File: src/rtl/vrr_vt_pkg.sv
package vrr_vt_pkg;
  typedef enum logic {
    PH_ACTIVE = 1'b0,
    PH_EXIT   = 1'b1
  } vrr_phase_e;
endpackage

File: src/rtl/vrr_window.sv
module vrr_window #(
  parameter int unsigned LINE_W = 12
) (
  input  logic [LINE_W-1:0] vmin_i,
  input  logic [LINE_W-1:0] vmax_i,
  input  logic [LINE_W-1:0] flipline_i,
  input  logic [LINE_W-1:0] guardband_i,
  input  logic              flipline_en_i,
  output logic [LINE_W-1:0] early_o,
  output logic [LINE_W-1:0] late_o
);
  logic [LINE_W-1:0] base;

  always_comb begin
    base    = flipline_en_i ? flipline_i : vmin_i + 1'b1;
    early_o = (base > guardband_i) ? base - guardband_i : '0;
    late_o  = (vmax_i > guardband_i) ? vmax_i - guardband_i : '0;
  end
endmodule

File: src/rtl/vrr_push_ctl.sv
module vrr_push_ctl (
  input  logic clk_i,
  input  logic rst_ni,
  input  logic wr_i,
  input  logic en_i,
  input  logic send_i,
  input  logic vrr_en_i,
  input  logic consume_i,
  input  logic drop_i,
  output logic pending_o
);
  always_ff @(posedge clk_i or negedge rst_ni) begin
    if (!rst_ni)                pending_o <= 1'b0;
    else if (wr_i)              pending_o <= vrr_en_i & en_i & send_i;
    else if (consume_i | drop_i) pending_o <= 1'b0;
  end
endmodule

File: src/rtl/vrr_line_ctr.sv
module vrr_line_ctr
  import vrr_vt_pkg::*;
#(
  parameter int unsigned LINE_W = 12
) (
  input  logic              clk_i,
  input  logic              rst_ni,
  input  logic              line_en_i,
  input  logic [LINE_W-1:0] vtotal_i,
  input  logic [LINE_W-1:0] vblank_start_i,
  input  logic [LINE_W-1:0] vmax_i,
  input  logic [LINE_W-1:0] guardband_i,
  input  logic [LINE_W-1:0] early_i,
  input  logic [LINE_W-1:0] late_i,
  input  logic              vrr_en_i,
  input  logic              pending_i,
  output logic              consume_o,
  output logic              drop_o,
  output logic [LINE_W-1:0] line_o,
  output logic              vblank_o,
  output logic              frame_start_o,
  output logic              latch_o,
  output logic              live_o
);
  logic [LINE_W-1:0] line_q, line_d, end_q, exit_end;
  vrr_phase_e        phase_q;
  logic              live_q, fs_q, latch_q;
  logic              trig, wrap, latch_fix, in_exit;

  always_comb begin
    in_exit  = (phase_q == PH_EXIT);
    trig     = line_en_i && live_q && !in_exit &&
               ((pending_i && (line_q >= early_i)) || (line_q >= late_i));
    exit_end = in_exit ? end_q : line_q + guardband_i;
    if (live_q)
      wrap = line_en_i && ((((in_exit || trig) && (line_q >= exit_end))) ||
                           (line_q >= vmax_i));
    else
      wrap = line_en_i && (line_q >= vtotal_i);
    line_d    = wrap ? '0 : line_q + 1'b1;
    latch_fix = line_en_i && !live_q && (line_d == vblank_start_i);
  end

  assign consume_o = trig && pending_i;
  assign drop_o    = wrap && !vrr_en_i;

  always_ff @(posedge clk_i or negedge rst_ni) begin
    if (!rst_ni) begin
      line_q  <= '0;
      end_q   <= '0;
      phase_q <= PH_ACTIVE;
      live_q  <= 1'b0;
      fs_q    <= 1'b0;
      latch_q <= 1'b0;
    end else begin
      fs_q    <= wrap;
      latch_q <= trig | latch_fix;
      if (line_en_i) line_q <= line_d;
      if (wrap) begin
        phase_q <= PH_ACTIVE;
        live_q  <= vrr_en_i;
      end else if (trig) begin
        phase_q <= PH_EXIT;
        end_q   <= line_q + guardband_i;
      end
    end
  end

  assign line_o        = line_q;
  assign vblank_o      = (line_q >= vblank_start_i);
  assign frame_start_o = fs_q;
  assign latch_o       = latch_q;
  assign live_o        = live_q;
endmodule

File: src/rtl/vrr_vtiming.sv
module vrr_vtiming #(
  parameter int unsigned LINE_W = 12
) (
  input  logic              clk_i,
  input  logic              rst_ni,
  input  logic              line_en_i,
  input  logic [LINE_W-1:0] vtotal_i,
  input  logic [LINE_W-1:0] vblank_start_i,
  input  logic [LINE_W-1:0] vmin_i,
  input  logic [LINE_W-1:0] vmax_i,
  input  logic [LINE_W-1:0] flipline_i,
  input  logic [LINE_W-1:0] guardband_i,
  input  logic              vrr_en_i,
  input  logic              flipline_en_i,
  input  logic              push_wr_i,
  input  logic              push_en_i,
  input  logic              push_send_i,
  output logic [LINE_W-1:0] line_o,
  output logic              vblank_o,
  output logic              frame_start_o,
  output logic              latch_o,
  output logic              push_busy_o,
  output logic              live_o
);
  logic [LINE_W-1:0] early, late;
  logic              pending, consume, drop;

  vrr_window #(.LINE_W(LINE_W)) u_window (
    .vmin_i        (vmin_i),
    .vmax_i        (vmax_i),
    .flipline_i    (flipline_i),
    .guardband_i   (guardband_i),
    .flipline_en_i (flipline_en_i),
    .early_o       (early),
    .late_o        (late)
  );

  vrr_push_ctl u_push (
    .clk_i     (clk_i),
    .rst_ni    (rst_ni),
    .wr_i      (push_wr_i),
    .en_i      (push_en_i),
    .send_i    (push_send_i),
    .vrr_en_i  (vrr_en_i),
    .consume_i (consume),
    .drop_i    (drop),
    .pending_o (pending)
  );

  vrr_line_ctr #(.LINE_W(LINE_W)) u_ctr (
    .clk_i          (clk_i),
    .rst_ni         (rst_ni),
    .line_en_i      (line_en_i),
    .vtotal_i       (vtotal_i),
    .vblank_start_i (vblank_start_i),
    .vmax_i         (vmax_i),
    .guardband_i    (guardband_i),
    .early_i        (early),
    .late_i         (late),
    .vrr_en_i       (vrr_en_i),
    .pending_i      (pending),
    .consume_o      (consume),
    .drop_o         (drop),
    .line_o         (line_o),
    .vblank_o       (vblank_o),
    .frame_start_o  (frame_start_o),
    .latch_o        (latch_o),
    .live_o         (live_o)
  );

  assign push_busy_o = pending;
endmodule

File: config.mk
export PLATFORM = sky130hd
export DESIGN_NAME = vrr_vtiming
export DESIGN_NICKNAME = d
export VERILOG_FILES = /design/src/rtl/vrr_vt_pkg.sv /design/src/rtl/vrr_window.sv /design/src/rtl/vrr_push_ctl.sv /design/src/rtl/vrr_line_ctr.sv /design/src/rtl/vrr_vtiming.sv
export SDC_FILE = /design/constraint.sdc
export NUM_CORES = 1
export LEC_CHECK = 0
export ABC_AREA = 1
export CAP_MARGIN = 20
export CORE_UTILIZATION = 70
export CTS_CLUSTER_DIAMETER = 60
export DETAILED_ROUTE_END_ITERATION = 10
export DONT_BUFFER_PORTS = 1
export MAX_ROUTING_LAYER = met4
export PLACE_DENSITY = 0.86
export SYNTH_ARGS = -nofsm -noshare
export SYNTH_HDL_FRONTEND = slang
export SYNTH_SLANG_ARGS = --single-unit
export TNS_END_PERCENT = 5
File: constraint.sdc
create_clock -name clk_i -period 7.1 [get_ports clk_i]
set_input_delay 1.42 -clock clk_i [delete_from_list [all_inputs] [get_ports clk_i]]
set_output_delay 1.42 -clock clk_i [all_outputs]
set_load 0.03 [all_outputs]
# Word level (Yosys, flattened, before mapping)
# Cells that the tools add are included.
dict set report op_classes {
  eq_ne 1
  order_cmp 8
  n_addsub 5
  n_reduce_logical 20
  mux 10
  bitwise 5
}
# cell n
set op_table {}
lappend op_table {{12-bit >= comparator} 6}
lappend op_table {{12-bit two-way mux} 5}
lappend op_table {{12-bit by 1-bit adder with 12-bit output (second input constant)} 2}
lappend op_table {{12-bit greater-than comparator} 2}
lappend op_table {{12-bit subtractor} 2}
lappend op_table {{12-bit adder} 1}
lappend op_table {{12-bit == test} 1}
lappend op_table {{1-bit logical AND} 11}
lappend op_table {{1-bit two-way mux} 5}
lappend op_table {{2-bit nonzero test} 2}
lappend op_table {{1-bit logical NOT} 3}
lappend op_table {{1-bit logical OR} 3}
lappend op_table {{1-bit AND} 2}
lappend op_table {{1-bit OR} 2}
lappend op_table {{2-bit AND reduction} 1}
lappend op_table {{1-bit inverter} 1}
dict set report word_totals {
  reg_bits 29
}

# Depth between registers and ports, before layout
dict set report logic_depth {
  depth_word 17
  depth_mapped 45
}

# Modules after synthesis
# A second synthesis with hierarchy kept.
dict set report hier_totals {
  cells_unflattened 978
  hier_area_um2 5983.2
}
# mod cells_each seq_area_each_um2 instances area_per_inst_um2
set modules_own_cells {}
lappend modules_own_cells {vrr_line_ctr 573 700.7 1 3862.5}
lappend modules_own_cells {vrr_window 394 0.0 1 2058.2}
lappend modules_own_cells {vrr_push_ctl 11 25.0 1 62.6}

# Worst setup path before layout
# Ideal clock, no wire load.
dict set report synth_path {
  path_kind {input-to-reg}
  start {input port flipline_en_i}
  end {register u_ctr.latch_q, in the netlist u_ctr.latch_o}
  setup_slack_ps 1386
  setup_ps 65
  path_stages 39
  path_buffers 4
  arrival_ps 5649
  cell_sequence {clkbuf_1 inv_1 clkbuf_1 nand2_1 o21ai_0 ha_1 fa_1 o31ai_1 a21oi_1 inv_1 nand2_1 o211ai_1 nand2_1 inv_1 o21ai_0 a21o_1 ha_1 nand2_1 [3 not listed] nand2_1 nand2_1 nand2_1 nand2_1 nand2_2 nand2_1 nand2_1 nand2_1 nand2_1 buf_6 buf_6 nand4_1 nand2_1 nor2_1 nand2_1 nor2_1 nand2_1 nand2_1}
}
dict set report synth_via {
  elab_chain_cells 16
  word_cells_on_any_way 17
  classes_between {add/sub: 1; order compare: 2; eq/ne: 1; mux: 4; bitwise: 1; reduce/logical: 8}
}
# item line_no
set synth_lines {}
lappend synth_lines {{from (decl)} vrr_vtiming.sv:14} ;# input logic flipline_en_i,
lappend synth_lines {{12-bit two-way mux (*)} vrr_window.sv:15} ;# base = flipline_en_i ? flipline_i : vmin_i + 1'b1;
lappend synth_lines {{12-bit subtractor or 12-bit greater-than comparator (tied branches)} vrr_window.sv:16} ;# early_o = (base > guardband_i) ? base - guardband_i : '0;
lappend synth_lines {{12-bit two-way mux (*)} vrr_window.sv:16}
lappend synth_lines {{12-bit >= comparator (*)} vrr_line_ctr.sv:33} ;# ((pending_i && (line_q >= early_i)) || (line_q >= late_i));
lappend synth_lines {{1-bit logical AND (*)} vrr_line_ctr.sv:33}
lappend synth_lines {{1-bit logical OR (*)} vrr_line_ctr.sv:33}
lappend synth_lines {{1-bit logical AND (*)} vrr_line_ctr.sv:32} ;# trig = line_en_i && live_q && !in_exit &&
lappend synth_lines {{1-bit logical OR} vrr_line_ctr.sv:36} ;# wrap = line_en_i && ((((in_exit || trig) && (line_q >= exit_end))) ||
lappend synth_lines {{1-bit logical AND} vrr_line_ctr.sv:36}
lappend synth_lines {{1-bit logical OR} vrr_line_ctr.sv:36}
lappend synth_lines {{1-bit logical AND} vrr_line_ctr.sv:36}
lappend synth_lines {{1-bit two-way mux} vrr_line_ctr.sv:35} ;# if (live_q)
lappend synth_lines {{12-bit two-way mux} vrr_line_ctr.sv:40} ;# line_d = wrap ? '0 : line_q + 1'b1;
lappend synth_lines {{12-bit == test} vrr_line_ctr.sv:41} ;# latch_fix = line_en_i && !live_q && (line_d == vblank_start_i);
lappend synth_lines {{1-bit logical AND} vrr_line_ctr.sv:41}
lappend synth_lines {{1-bit OR (*)} vrr_line_ctr.sv:57} ;# latch_q <= trig | latch_fix;
lappend synth_lines {{to (signal assigned)} vrr_line_ctr.sv:57}
lappend synth_lines {{to (decl)} vrr_line_ctr.sv:27} ;# logic live_q, fs_q, latch_q;
# Every way passes the cells marked *; elsewhere a longest branch is shown, timed or not.
# A chain may end at the register's enable or synchronous reset.

# Final worst setup path
dict set report layout_path {
  start {input port vmin_i[0]}
  end {register u_ctr.latch_q, in the netlist u_ctr.latch_o}
}
dict set report layout_via {
  elab_chain_cells 17
  word_cells_on_any_way 18
  classes_between {add/sub: 2; order compare: 2; eq/ne: 1; mux: 4; bitwise: 1; reduce/logical: 8}
}
# item line_no
set layout_lines {}
lappend layout_lines {{from (decl)} vrr_vtiming.sv:9} ;# input logic [LINE_W-1:0] vmin_i,
lappend layout_lines {{12-bit by 1-bit adder with 12-bit output (*)} vrr_window.sv:15}
lappend layout_lines {{12-bit two-way mux (*)} vrr_window.sv:15}
lappend layout_lines {{12-bit subtractor or 12-bit greater-than comparator (tied branches)} vrr_window.sv:16}
lappend layout_lines {{12-bit two-way mux (*)} vrr_window.sv:16}
lappend layout_lines {{12-bit >= comparator (*)} vrr_line_ctr.sv:33}
lappend layout_lines {{1-bit logical AND (*)} vrr_line_ctr.sv:33}
lappend layout_lines {{1-bit logical OR (*)} vrr_line_ctr.sv:33}
lappend layout_lines {{1-bit logical AND (*)} vrr_line_ctr.sv:32}
lappend layout_lines {{[2 not listed]} n/a}
lappend layout_lines {{1-bit logical OR (*)} vrr_line_ctr.sv:36}
lappend layout_lines {{1-bit logical AND (*)} vrr_line_ctr.sv:36}
lappend layout_lines {{1-bit two-way mux (*)} vrr_line_ctr.sv:35}
lappend layout_lines {{named net u_ctr.wrap} vrr_line_ctr.sv:28} ;# logic trig, wrap, latch_fix, in_exit;
lappend layout_lines {{12-bit two-way mux (*)} vrr_line_ctr.sv:40}
lappend layout_lines {{12-bit == test (*)} vrr_line_ctr.sv:41}
lappend layout_lines {{1-bit logical AND (*)} vrr_line_ctr.sv:41}
lappend layout_lines {{1-bit OR (*)} vrr_line_ctr.sv:57}
# The timed path passes the listed nets; every way through them passes the cells marked *.

==> results.json <==
{
  "clk_pin_slew_ns": 0.06,
  "required_ns": 7.27,
  "internal_power_uw": 494.3,
  "num_rows": 31,
  "grt_overflow": 0,
  "worstMarginPinSlew_ns": 0.8665,
  "clkPwrFrac": 0.138,
  "critPathMostFrequentCell": "nand2_1",
  "cp-start-kind": "input pin",
  "firstDrtPassIters": 5,
  "final_cell_area_sq_mm": 0.005489,
  "min_path_type": "flip-flop to flip-flop",
  "synth.area.mux_share": 0,
  "nFillCells": 605,
  "syn_inst": 820,
  "synthFlopType": "dfrtp_1",
  "final_common_cell": "nand2_1",
  "drtIter0Drc": 319,
  "finalWirelength_microns": 14570,
  "viasPerCell": 5.947,
  "synth_area_leaders": "ha_1, dfrtp_1, nand2_1, inv_1, o21ai_0",
  "yosysSeqAreaShare": 0.1379,
  "comb_power_share": 0.611,
  "max_stage_delay_ns": 0.49,
  "p_leak_nw": 3.124,
  "synth-xor-area-share": 0.04161,
  "rsz0062_at_grt": "false",
  "fmax_mhz": 158.6,
  "synth_warnings": 0,
  "final_cell_mix": "nand2_1, inv_1, ha_1",
  "synth_top_area_frac": 0.2592,
  "period_needed_ns": 6.304,
  "synth_top_area_cell": "ha_1",
  "path_max_fanout": 20,
  "setup_viol": 0,
  "critPathArrivalTime_ns": 6.47,
  "drive_above_1_share": 0.03269,
  "synth_cell_types": 34,
  "syn_nets": 1012,
  "final_util": 0.7568,
  "clock_latency_ns": 0.28,
  "cap_viol_max_count": 0,
  "total_power_uw": 997.0,
  "grt_pass1_wl_microns": 22490,
  "powerDensity_mw_per_mm2": 181.6,
  "cts_buffer_depth": 2,
  "synthToLayoutAreaGrowth_pct": 4.303,
  "cts.htree.levels": 2,
  "worst_slack_ns": 0.7958,
  "relSlewSlack": 0.4223,
  "netlist_area_sq_mm": 0.005263,
  "synthAdderAreaFrac": 0.2706,
  "synth-compound-area-share": 0.1812,
  "ir_worst_vdd_uv": 102.8,
  "nets": 1018,
  "fp.dieH_microns": 88.71,
  "cts_resized": 0,
  "place_congestion": 0.9845,
  "antenna_cells": 0,
  "start_util": 0.7255,
  "synth_seq_cells": 29,
  "vias": 5501,
  "hold_viol": 0,
  "coreArea_sq_mm": 0.007253,
  "post_cts_buffers": 0,
  "dieArea_sq_mm": 0.007869,
  "routedWlPerCell_microns": 15.75,
  "slowest_stage": "nand2_1",
  "ios": 97,
  "finalMaxSlewViolations": 0,
  "setup_tns_ns": 0,
  "async_flop_share": 1.000,
  "power_switching_uw": 502.8,
  "p_seq_frac": 0.251,
  "outcome": "complete, no violations",
  "whs_path_depth": 2,
  "ant_nets": 0,
  "port-buffer-count": 0,
  "synth_top_family_by_area": "adder cells",
  "placed_area_sq_mm": 0.005403,
  "synth_edf_count": 0,
  "layoutNonFillerInstCount": 925,
  "syn_area_per_cell_sq_um": 6.418,
  "antenna_found_initial": 0,
  "path_class": "input pin to flip-flop",
  "hold_ws_ns": 0.5067,
  "clockRootBuffer": "clkbuf_8",
  "cts_tree": "done",
  "synth-simple-area-share": 0.2534,
  "worst_r2r_path_depth": 32,
  "p_sw_frac": 0.5042,
  "chipWidth_microns": 88.71,
  "post-route-period-util": 0.8879,
  "endpoint_kind": "flip-flop",
  "dp.cells": 918,
  "post-place-ws_ns": 0.6341,
  "grt.total_usage": 0.3808,
  "cts.sinks": 29,
  "grt_pass1_vias": 5069,
  "fin_skew_ns": 0.003002,
  "hold_buffers": 0,
  "grt_max_degree": 30,
  "cts_buffers": 5,
  "drc_errors": 0,
  "place_hpwl_microns": 11680
}
-- worst max-delay path: cells and delay by family --
kind | cells | cell delay [ns]
AO/OA/AOI/OAI | 7 | 1.28
adder cells (fa/ha/maj) | 3 | 0.96
buffers and inverters | 6 | 0.71
AND/OR/NAND/NOR | 21 | 2.11
-- cell families after synthesis --
family	after synthesis
and+or+nand+nor	319
DFF	29
xor gates and xnor gates	25
buffers and inverters	157
AOI/OAI and AO/OA	178
adders and majority gates	112
-- synth_stat cells (2+ instances only) --
cell type,n
a21oi_1,75
inv_1,146
or2_2,6
buf_2,2
nand3b_1,3
nand2_2,2
dfrtp_1,29
nor2_1,61
xor2_1,18
nand3_1,31
fa_1,3
nand2_1,184
o21ai_1,3
ha_1,109
o21bai_1,7
o21ai_0,77
buf_6,2
o31ai_1,5
a211oi_1,2
a21o_1,2
xnor2_1,7
nor4_1,2
clkbuf_1,6
nor2_2,2
o211ai_1,2
nor3_1,11
nand4_1,16
-- path summary, 6_finish.rpt --
| kind | startpoint | slack (ns) | to |
|---|---|---|---|
| min reg2reg | u_ctr.end_q[1]$_DFFE_PN0P_ | 0.51 | u_ctr.end_q[1]$_DFFE_PN0P_ |
| max | vmin_i[0] | 0.80 | u_ctr.latch_o$_DFF_PN0_ |
| max reg2reg | u_ctr.line_o[1]$_DFFE_PN0P_ | 1.74 | u_ctr.latch_o$_DFF_PN0_ |
| min | u_ctr.end_q[1]$_DFFE_PN0P_ | 0.51 | u_ctr.end_q[1]$_DFFE_PN0P_ |
| max in group asynchronous | rst_ni | 6.20 | u_ctr.end_q[7]$_DFFE_PN0P_ |
| min in group asynchronous | rst_ni | 0.83 | u_ctr.line_o[6]$_DFFE_PN0P_ |
-- state kept, by name (all words and copies together) (netlist names) --
name,cells
u_ctr.frame_start_o,1
u_ctr.latch_o,1
u_ctr.live_o,1
u_ctr.in_exit,1
u_ctr.line_o,12
u_ctr.end_q,12
u_push.pending_o,1
-- power by group through the flow --
stage                     Clock (mW)  Sequential [mW]  Combinational [mW]
after floorplan                    0            0.255               0.439
after global placement             0            0.250               0.562
after detailed placement           0            0.252               0.592
after CTS                      0.135            0.249               0.600
after global routing           0.144            0.252               0.699
final                          0.137            0.251               0.609
-- cell type report --
class / count / area, sq um / share of cell area
multi-input combinational: 634 / 3930 / 0.7160
sequential: 29 / 725.7 / 0.1322
inverter: 146 / 548.0 / 0.09984
tap: 99 / 123.9 / 0.02257
clock buffer: 7 / 86.33 / 0.01573
timing repair buffer: 10 / 75.07 / 0.01368
-- layer usage --
metal  GRT usage  up-vias  wire length (microns)
met1      0.4269     2467                   5684
met4      0.1745        0                    585
met3     0.06343       52                   1196
li1            -     2714                      -
met2      0.6594      268                   7099
met5           -        -                      0
Power figures use the tool's default switching activity.
